`src/rtl/prot_flash_pkg.sv`:
```
package prot_flash_pkg;

  localparam int NUM_SECTORS = 32;
  localparam int SECT_IDX_W  = $clog2(NUM_SECTORS);
  localparam logic [7:0] OP_READ   = 8'h32;
  localparam logic [7:0] FILL_BYTE = 8'hFF;

  typedef enum logic [2:0] {
    ST_OPCODE,
    ST_PGMHDR,
    ST_PGMDATA,
    ST_RDDUMMY,
    ST_RDDATA,
    ST_IGNORE
  } ctrlState_t;

  // strobes from the control to the datapath
  typedef struct packed {
    logic                  bufWe;
    logic [SECT_IDX_W-1:0] bufIdx;
    logic                  commit;
    logic                  outLoad;
    logic                  outStep;
    logic                  outEn;
  } dpStrobe_t;

  // program header, checked byte by byte in this order
  function automatic logic [7:0] progByte(input logic [1:0] idx);
    case (idx)
      2'd0:    progByte = 8'h3D;
      2'd1:    progByte = 8'h2A;
      2'd2:    progByte = 8'h7F;
      default: progByte = 8'hFC;
    endcase
  endfunction

endpackage

```
`src/rtl/prot_flash_dp.sv`:
```
module prot_flash_dp
  import prot_flash_pkg::*;
#(
  parameter int BUS_W = 1
) (
  input  logic             clk,
  input  logic             rstN,
  input  logic             csN,
  input  logic             sck,
  input  logic [BUS_W-1:0] dataIn,
  input  dpStrobe_t        strobe,
  output logic             sckFall,
  output logic             csRise,
  output logic             byteValid,
  output logic [7:0]       byteVal,
  output logic             partial,
  output logic [BUS_W-1:0] dataOut
);

  localparam int XFERS    = 8 / BUS_W;
  localparam int SUB_W    = $clog2(XFERS);
  localparam int POS_SAT  = NUM_SECTORS * XFERS;
  localparam int POS_W    = $clog2(POS_SAT + 1);

  logic sckQ;
  logic csQ;
  logic sckRise;

  always_ff @(posedge clk or negedge rstN) begin
    if (!rstN) begin
      sckQ <= 1'b0;
      csQ  <= 1'b1;
    end else begin
      sckQ <= sck;
      csQ  <= csN;
    end
  end

  assign sckRise = sck & ~sckQ;
  assign sckFall = ~sck & sckQ;
  assign csRise  = csN & ~csQ;

  // input assembly: one transfer per rising edge
  generate
    if (XFERS == 1) begin : g_wide
      assign byteVal   = dataIn;
      assign byteValid = sckRise & ~csN;
      assign partial   = 1'b0;
    end else begin : g_serial
      logic [7:0]       inShift;
      logic [SUB_W-1:0] xferCnt;

      assign byteVal   = {inShift[7-BUS_W:0], dataIn};
      assign byteValid = sckRise & ~csN & (xferCnt == SUB_W'(XFERS - 1));
      assign partial   = (xferCnt != '0);

      always_ff @(posedge clk or negedge rstN) begin
        if (!rstN) begin
          inShift <= '0;
          xferCnt <= '0;
        end else if (csN) begin
          xferCnt <= '0;
        end else if (sckRise) begin
          inShift <= byteVal;
          xferCnt <= xferCnt + 1'b1;
        end
      end
    end
  endgenerate

  // data buffer and protection storage
  logic [NUM_SECTORS-1:0][7:0] bufMem;
  logic [NUM_SECTORS-1:0][7:0] protReg;

  always_ff @(posedge clk or negedge rstN) begin
    if (!rstN) begin
      bufMem <= '0;
    end else if (strobe.bufWe) begin
      bufMem[strobe.bufIdx] <= byteVal;
    end
  end

  always_ff @(posedge clk or negedge rstN) begin
    if (!rstN) begin
      protReg <= '0;
    end else if (strobe.commit) begin
      protReg <= bufMem;
    end
  end

  // read stream position, in transfers, saturating on the filler
  logic [POS_W-1:0] outPos;

  always_ff @(posedge clk or negedge rstN) begin
    if (!rstN) begin
      outPos <= '0;
    end else if (strobe.outLoad) begin
      outPos <= '0;
    end else if (strobe.outStep && (outPos != POS_W'(POS_SAT))) begin
      outPos <= outPos + 1'b1;
    end
  end

  logic [POS_W-1:0]      byteSel;
  logic [POS_W-1:0]      subSel;
  logic [SECT_IDX_W-1:0] sectSel;
  logic [7:0]            curByte;
  int                    laneSel;

  always_comb begin
    byteSel = outPos >> SUB_W;
    subSel  = outPos - (byteSel << SUB_W);
    sectSel = byteSel[SECT_IDX_W-1:0];
    curByte = (byteSel < POS_W'(NUM_SECTORS)) ? protReg[sectSel] : FILL_BYTE;
    laneSel = XFERS - 1 - int'(subSel);
    dataOut = strobe.outEn ? curByte[laneSel*BUS_W +: BUS_W] : '0;
  end


  reg_hold_chk: assert property (@(posedge clk) disable iff (!rstN)
    !$past(strobe.commit) |-> $stable(protReg));


  pos_bound_chk: assert property (@(posedge clk) disable iff (!rstN)
    outPos <= POS_W'(POS_SAT));

endmodule

```
`src/rtl/prot_flash_ctrl.sv`:
```
module prot_flash_ctrl
  import prot_flash_pkg::*;
#(
  parameter int BUS_W = 1
) (
  input  logic       clk,
  input  logic       rstN,
  input  logic       csN,
  input  logic       csRise,
  input  logic       sckFall,
  input  logic       byteValid,
  input  logic [7:0] byteVal,
  input  logic       partial,
  output dpStrobe_t  strobe
);

  localparam int DUMMY   = (BUS_W == 8) ? 7 : 3;
  localparam int DCNT_W  = 3;
  localparam int DATA_W  = SECT_IDX_W + 1;

  ctrlState_t        state;
  logic [1:0]        hdrIdx;
  logic [DCNT_W-1:0] dummyCnt;
  logic [DATA_W-1:0] dataCnt;
  logic              pending;
  logic              active;

  always_comb begin
    strobe.bufWe   = (state == ST_PGMDATA) && byteValid &&
                     (dataCnt < DATA_W'(NUM_SECTORS));
    strobe.bufIdx  = dataCnt[SECT_IDX_W-1:0];
    strobe.commit  = csRise && (state == ST_PGMDATA) && !partial;
    strobe.outLoad = (state == ST_RDDATA) && pending && sckFall && !csN;
    strobe.outStep = active && sckFall && !csN;
    strobe.outEn   = active;
  end

  always_ff @(posedge clk or negedge rstN) begin
    if (!rstN) begin
      state    <= ST_OPCODE;
      hdrIdx   <= '0;
      dummyCnt <= '0;
      dataCnt  <= '0;
      pending  <= 1'b0;
      active   <= 1'b0;
    end else if (csN) begin
      state    <= ST_OPCODE;
      hdrIdx   <= '0;
      dummyCnt <= '0;
      dataCnt  <= '0;
      pending  <= 1'b0;
      active   <= 1'b0;
    end else begin
      if (byteValid) begin
        case (state)
          ST_OPCODE: begin
            if (byteVal == OP_READ) begin
              state    <= ST_RDDUMMY;
              dummyCnt <= '0;
            end else if (byteVal == progByte(2'd0)) begin
              state  <= ST_PGMHDR;
              hdrIdx <= 2'd1;
            end else begin
              state <= ST_IGNORE;
            end
          end
          ST_PGMHDR: begin
            if (byteVal != progByte(hdrIdx)) begin
              state <= ST_IGNORE;
            end else if (hdrIdx == 2'd3) begin
              state   <= ST_PGMDATA;
              dataCnt <= '0;
            end else begin
              hdrIdx <= hdrIdx + 1'b1;
            end
          end
          ST_PGMDATA: begin
            if (dataCnt < DATA_W'(NUM_SECTORS)) dataCnt <= dataCnt + 1'b1;
          end
          ST_RDDUMMY: begin
            if (dummyCnt == DCNT_W'(DUMMY - 1)) begin
              state   <= ST_RDDATA;
              pending <= 1'b1;
            end else begin
              dummyCnt <= dummyCnt + 1'b1;
            end
          end
          default: ;
        endcase
      end
      if (strobe.outLoad) begin
        pending <= 1'b0;
        active  <= 1'b1;
      end
    end
  end


  ignore_sticky_chk: assert property (@(posedge clk) disable iff (!rstN)
    (state == ST_IGNORE && !csN) |=> (state == ST_IGNORE));


  dummy_count_chk: assert property (@(posedge clk) disable iff (!rstN)
    (state == ST_RDDATA && $past(state) == ST_RDDUMMY) |->
      ($past(dummyCnt) == DCNT_W'(DUMMY - 1)));


  cs_release_chk: assert property (@(posedge clk) disable iff (!rstN)
    csN |=> !strobe.outEn);


  drive_on_fall_chk: assert property (@(posedge clk) disable iff (!rstN)
    $rose(strobe.outEn) |-> $past(sckFall));


  data_cnt_chk: assert property (@(posedge clk) disable iff (!rstN)
    dataCnt <= DATA_W'(NUM_SECTORS));

endmodule

```
`src/rtl/prot_flash_responder.sv`:
```
module prot_flash_responder
  import prot_flash_pkg::*;
#(
  parameter int BUS_W = 1
) (
  input  logic             clk,
  input  logic             rstN,
  input  logic             csN,
  input  logic             sck,
  input  logic [BUS_W-1:0] dataIn,
  output logic [BUS_W-1:0] dataOut,
  output logic             dataOutEn
);

  dpStrobe_t  strobe;
  logic       sckFall;
  logic       csRise;
  logic       byteValid;
  logic [7:0] byteVal;
  logic       partial;

  prot_flash_ctrl #(.BUS_W(BUS_W)) ctrl_i (
    .clk       (clk),
    .rstN      (rstN),
    .csN       (csN),
    .csRise    (csRise),
    .sckFall   (sckFall),
    .byteValid (byteValid),
    .byteVal   (byteVal),
    .partial   (partial),
    .strobe    (strobe)
  );

  prot_flash_dp #(.BUS_W(BUS_W)) dp_i (
    .clk       (clk),
    .rstN      (rstN),
    .csN       (csN),
    .sck       (sck),
    .dataIn    (dataIn),
    .strobe    (strobe),
    .sckFall   (sckFall),
    .csRise    (csRise),
    .byteValid (byteValid),
    .byteVal   (byteVal),
    .partial   (partial),
    .dataOut   (dataOut)
  );

  assign dataOutEn = strobe.outEn;

endmodule

```
`config.mk`:
```
export PLATFORM = sky130hd
export DESIGN_NAME = prot_flash_responder
export DESIGN_NICKNAME = d
export VERILOG_FILES = /design/src/rtl/prot_flash_pkg.sv /design/src/rtl/prot_flash_dp.sv /design/src/rtl/prot_flash_ctrl.sv /design/src/rtl/prot_flash_responder.sv
export SDC_FILE = /design/constraint.sdc
export NUM_CORES = 1
export LEC_CHECK = 0
export ABC_AREA = 0
export CAP_MARGIN = 20
export CELL_PAD_IN_SITES_DETAIL_PLACEMENT = 0
export CELL_PAD_IN_SITES_GLOBAL_PLACEMENT = 2
export CORE_MARGIN = 2
export CORE_UTILIZATION = 50
export CTS_BUF_LIST = sky130_fd_sc_hd__clkbuf_8
export CTS_CLUSTER_DIAMETER = 200
export CTS_CLUSTER_SIZE = 25
export DETAILED_ROUTE_END_ITERATION = 12
export GPL_TIMING_DRIVEN = 1
export PLACE_DENSITY_LB_ADDON = 0.15
export SETUP_SLACK_MARGIN = 0.4
export SYNTH_ARGS = -nofsm -noshare
export SYNTH_HDL_FRONTEND = slang
export SYNTH_SLANG_ARGS = --single-unit
```
`constraint.sdc`:
```
create_clock -name clk -period 3.7 [get_ports clk]
set_clock_uncertainty 0.05 [all_clocks]
set_input_delay 1.11 -clock clk [delete_from_list [all_inputs] [get_ports clk]]
set_output_delay 1.11 -clock clk [all_outputs]
set_load 0.02 [all_outputs]
```
; Yosys cells after proc, flatten, opt, wreduce, memory -nomap -nowiden
; Index checks and enable logic that the tools add are counted.
[word_totals]
register_bits = 549
latch_bits = 0
mem_bits_rw = 0
romBits = 0
input_bits = 5
out_inout_bits = 2
wordCells = 201
memories = 0
[classes]
addsub = 7
multipliers = 0
div = 0
magnitude_cmp = 5
eq_ne = 23
shifts = 1
n_mux = 48
bitwise_logic = 9
n_reduce_logical = 33
[ops]
columns = op, n
row1 = bitwise mux 256 bit, 1
row2 = two-way mux 8 bit, 6
row3 = binary-select mux 8 bit (select 5 bit), 1
row4 = demux 8 bit (select 5 bit), 1
row5 = two-way mux 3 bit, 13
row6 = variable part select 8 x 32 -> 1 bit, 1
row7 = two-way mux 6 bit, 5
row8 = one-hot mux 8 bit (3 select lines), 1
row9 = nonzero test 3 bit, 7
row10 = two-way mux 9 bit, 2
row11 = equality test 8 x 6 -> 1 bit (second input constant), 2
row12 = != test 3 bit (second input constant), 5
row13 = < comparator 5 x 6 -> 1 bit (second input constant), 2
row14 = < comparator 6 bit (second input constant), 2
row15 = two-way mux 2 bit, 6
row16 = != test 3 x 2 -> 1 bit (second input constant), 4
row17 = one-hot mux 6 bit (2 select lines), 1
row18 = logical AND 1 bit, 11
row19 = subtractor 3 x 9 -> 10 bit (first input constant), 1
row20 = adder 9 x 1 -> 9 bit (second input constant), 1
row21 = equality test 3 x 2 -> 1 bit (second input constant), 3
row22 = != test 9 bit (second input constant), 1
row23 = one-hot mux 3 bit (3 select lines), 1
row24 = subtractor 9 bit, 1
row25 = 25 further kinds, 47

; Longest topological paths before layout
[depth]
ltp_word = 11
depth_mapped = 11
ltp_nobuf = 9

; Hierarchy
; From an unflattened synthesis, not the netlist that was laid out.
[unflattened]
hier_cells = 1563
area_unflattened_um2 = 23465.0
[by_module_without_submodules]
columns = mod, instances, cells_per_inst, area_per_inst_um2, seq_area_each_um2
row1 = prot_flash_dp, 1, 1424, 22237.6, 13339.0
row2 = prot_flash_ctrl, 1, 139, 1227.4, 400.4

; Least setup slack after synthesis
; OpenSTA, ideal clock, no wires.
[synth_path]
path_type = reg2out
startpoint = register dp_i.outPos[3]
endpoint = output port dataOut
arrival_time_ns = 2.216
t_required_ns = 2.540
path_slack_ns = 0.324
stages_incl_launch_ff = 8
n_path_buf = 3
cell_sequence = dfrtp_1 -> buf_4 -> buf_6 -> buf_4 -> mux4_2 -> a211oi_1 -> o41ai_1 -> o311a_1
[synth_via]
elab_chain_len = 5
word_cells_on_any_way = 8
classes_between = add/sub (2) / order compare (1) / shift (1) / mux (4)
[synth_lines]
columns = item, line_no
row1 = start: declaration, prot_flash_dp.sv:92  ; logic [POS_W-1:0] outPos;
row2 = start signal: assignment, prot_flash_dp.sv:100  ; outPos <= outPos + 1'b1;
row3 = "parallel branches: the longest is 3 deep, another holds subtractor 3 x 9 -> 10 bit", -
row4 = variable part select 8 x 32 -> 1 bit (*), prot_flash_dp.sv:116  ; dataOut = strobe.outEn ? curByte[laneSel*BUS_W +: BUS_W] : '0;
row5 = two-way mux 1 bit (*), prot_flash_dp.sv:116
row6 = end: declaration, prot_flash_responder.sv:11  ; output logic [BUS_W-1:0] dataOut,
; Every way passes the cells marked *. The select of a mux whose other input is x is not followed.

; Final worst setup path
[layout_path]
startpoint = register dp_i.outPos[4]
endpoint = output port dataOut
; The elaborated chain is that of the path after synthesis.

==> results_dict.tcl <==
set metrics [dict create \
    status "finished, violations left" \
    violations "setup timing" \
    power_density_mw_per_mm2 354 \
    synthMuxAreaShare_pct 33.9 \
    worstMarginPinSlew_ps 650 \
    p_total_mw 9.37 \
    synth-compound-area-share_pct 2.42 \
    initial_core_util_pct 50.4 \
    startpoint_type "flop" \
    synth_fa_ha_area_share_pct 0.766 \
    yosysTopAreaCell "dfrtp_1" \
    synth_xor_xnor_area_share_pct 0.357 \
    grt_pass1_wl_um 84700 \
    leakagePower_nw 13.5 \
    final_util_pct 54.4 \
    diodes 0 \
    die_area_mm2 0.0508 \
    grt_max_degree 73 \
    setup_viol 1 \
    die_h_um 225 \
    ys_seq_elements 549 \
    nNetsFinal 1620 \
    ys_warn_count 0 \
    fillers 4009 \
    drv_slew 0 \
    fin_crit_ps 4330 \
    clock_sinks 549 \
    slew_headroom_pct 56.7 \
    finalCritPeriodShare_pct 117 \
    ant_nets 0 \
    yosysSeqAreaShare_pct 56.1 \
    portBuffers 6 \
    maxCapViolations 0 \
    io-pin-count 7 \
    synth.top_cell.area_share_pct 56.0 \
    rr_startpoint "ctrl_i.state[1]" \
    rows 81 \
    clk_pin_slew_ps 160 \
    grt_overflow 0 \
    regToRegSetupSlack_ps 970 \
    drive_gt1_share_pct 46.6 \
    synthTopCellsByCount "dfrtp_1 (548), mux2_2 (286), mux2_4 (240)" \
    vias 12800 \
    worst_setup_path_end_kind "output port" \
    hold_viol 0 \
    cts-buffers-inserted 25 \
    synth_top_family_by_area "multiplexers" \
    cts_hold_buf 0 \
    post_drt_wl_per_cell_um 24.2 \
    insertion_delay_ps 660 \
    min_path_type "primary input to asynchronous set/reset pin" \
    synth_area_mm2 0.0245 \
    vias_per_cell 5.73 \
    ff2ff_path_depth 7 \
    dp_hpwl_um 34500 \
    gp_congestion 0.817 \
    grt_usage_pct 22.0 \
    cts-root-buf "clkbuf_8" \
    yosysMostFrequentCell "dfrtp_1" \
    grt_pass1_vias 13400 \
    antenna_found_initial 0 \
    arrival_ps 3170 \
    die_w_um 225 \
    fmax_mhz 231 \
    drc 0 \
    drt_first_pass_iters 4 \
    async_flop_share_pct 100 \
    critical_path.max_fanout 6 \
    htreeDepth 1 \
    regToRegEndpoint "dp_i.bufMem[112]" \
    yosysUniqueCellTypes 64 \
    synth_fp_nets 1578 \
    synth_area_leaders "dfrtp_1 (56%), mux2_4 (15%), mux2_2 (13%)" \
    yosys.area_share.simple_pct 3.64 \
    setup_ws_ps -626 \
    design.core.area_mm2 0.0486 \
    syn_to_final_growth_pct 8.07 \
    synth_edf_count 0 \
    cts_buffer_depth 3 \
    grt_setup_unrepaired "yes" \
    synth.avg_cell_area_um2 15.7 \
    critical_path_class "flop to output port" \
    synthCells 1558 \
    fin_hold_ws_ps 368 \
    drt_iter0_markers 739 \
    required_ps 2540 \
    vdd_ir_drop_max_mv 0.465 \
    wl_um 54000 \
    cts_tree "built" \
    synth-main-ff-cell "dfrtp_1" \
]
[worst max-delay path, stage by stage (launching register included)]
cell and delay, ps:
dfrtp_4 560, buf_12 160, buf_8 130, buf_8 120, mux4_2 320, mux4_2 530
nand4b_1 110, nand2_1 70, o311a_4 340, buf_6 140
[kinds of logic (layout without fill, tap and decap cells)]
kind of cell	after synthesis	in the layout
xor+xnor	10	10
mux	610	610
flops	549	549
simple gates	176	176
fa+ha+maj	15	15
buf+inv	115	166
compound gates	83	83
[sequential cells by signal, summed over array words and instances, names as in the netlist]
name / cells
dp_i.g_serial.xferCnt: 3
dp_i.g_serial.inShift: 7
ctrl_i.state: 3
dp_i.outPos: 9
ctrl_i.dummyCnt: 3
dp_i.sckQ: 1
ctrl_i.hdrIdx: 2
ctrl_i.active: 1
dp_i.csQ: 1
dp_i.protReg: 256
ctrl_i.dataCnt: 6
ctrl_i.pending: 1
dp_i.bufMem: 256
[repair_timing]
item | in CTS | in global routing
cloned | 2 | 0
setup endpoints to repair | 1 | 1
pin swaps | 5 | 12
resized for setup | 25 | 34
buffers inserted | 10 | 6
[worst max path at each step]
stage,from,slack [ps],cells after the start,to
3_3_place_gp,dp_i.outPos[3],-80,7,dataOut
6_report,dp_i.outPos[4],-630,9,dataOut
4_1_cts,dp_i.outPos[3],-690,8,dataOut
2_1_floorplan,dp_i.outPos[3],380,7,dataOut
5_1_grt,dp_i.outPos[4],-740,11,dataOut
3_5_place_dp,dp_i.outPos[3],-80,7,dataOut
[cell usage in the layout, fill, tap and decap left out, drive strengths merged, types with 7 or more instances in the layout]
master,n
dfrtp,548
mux2,526
buf,111
nand2,63
mux4,51
nor2,33
mux2i,33
inv,26
clkbuf,25
a21oi,19
ha,15
o21ai,13
nor3,12
nand4,9
nor2b,9
xor2,7
nand2b,7
or3,7
nand3,7
a211oi,7
[area by class of cell]
cell class | instances | area (um^2) | area share (%)
inverters | 16 | 60.1 | 0.227
flip-flops and latches | 549 | 13700 | 51.9
multi-input cells | 894 | 10200 | 38.7
well taps | 622 | 778 | 2.94
clock inverters | 11 | 41.3 | 0.156
clock buffers | 25 | 344 | 1.30
repair buffers | 114 | 1260 | 4.75
[power by group]
part | internal, mW | switching, mW
clock network | 0.632 | 1.79
registers | 6.04 | 0.0651
logic | 0.173 | 0.674
[per-layer routing]
| metal | track usage (%) | vias to the layer above | wire (um) |
|---|---|---|---|
| li1 | - | 5681 | - |
| met1 | 33.4 | 6930 | 26700 |
| met2 | 34.5 | 112 | 25000 |
| met3 | 2.28 | 52 | 1190 |
| met4 | 4.23 | 0 | 1060 |
| met5 | 0 | - | 0 |
[metrics by stage]
stage / area [um^2] / worst slack [ps] / setup TNS [ps] / cells
3_5_place_dp: 25700 / -83.4 / -83.4 / 2177
3_3_place_gp: 25700 / -79.1 / -79.1 / 2177
5_1_grt: 26500 / -741 / -741 / 2231
2_1_floorplan: 24500 / 381 / 0 / 1558
4_1_cts: 26300 / -690 / -690 / 2225
6_report: 26500 / -626 / -626 / 2231
(Power assumes the default switching activity.)
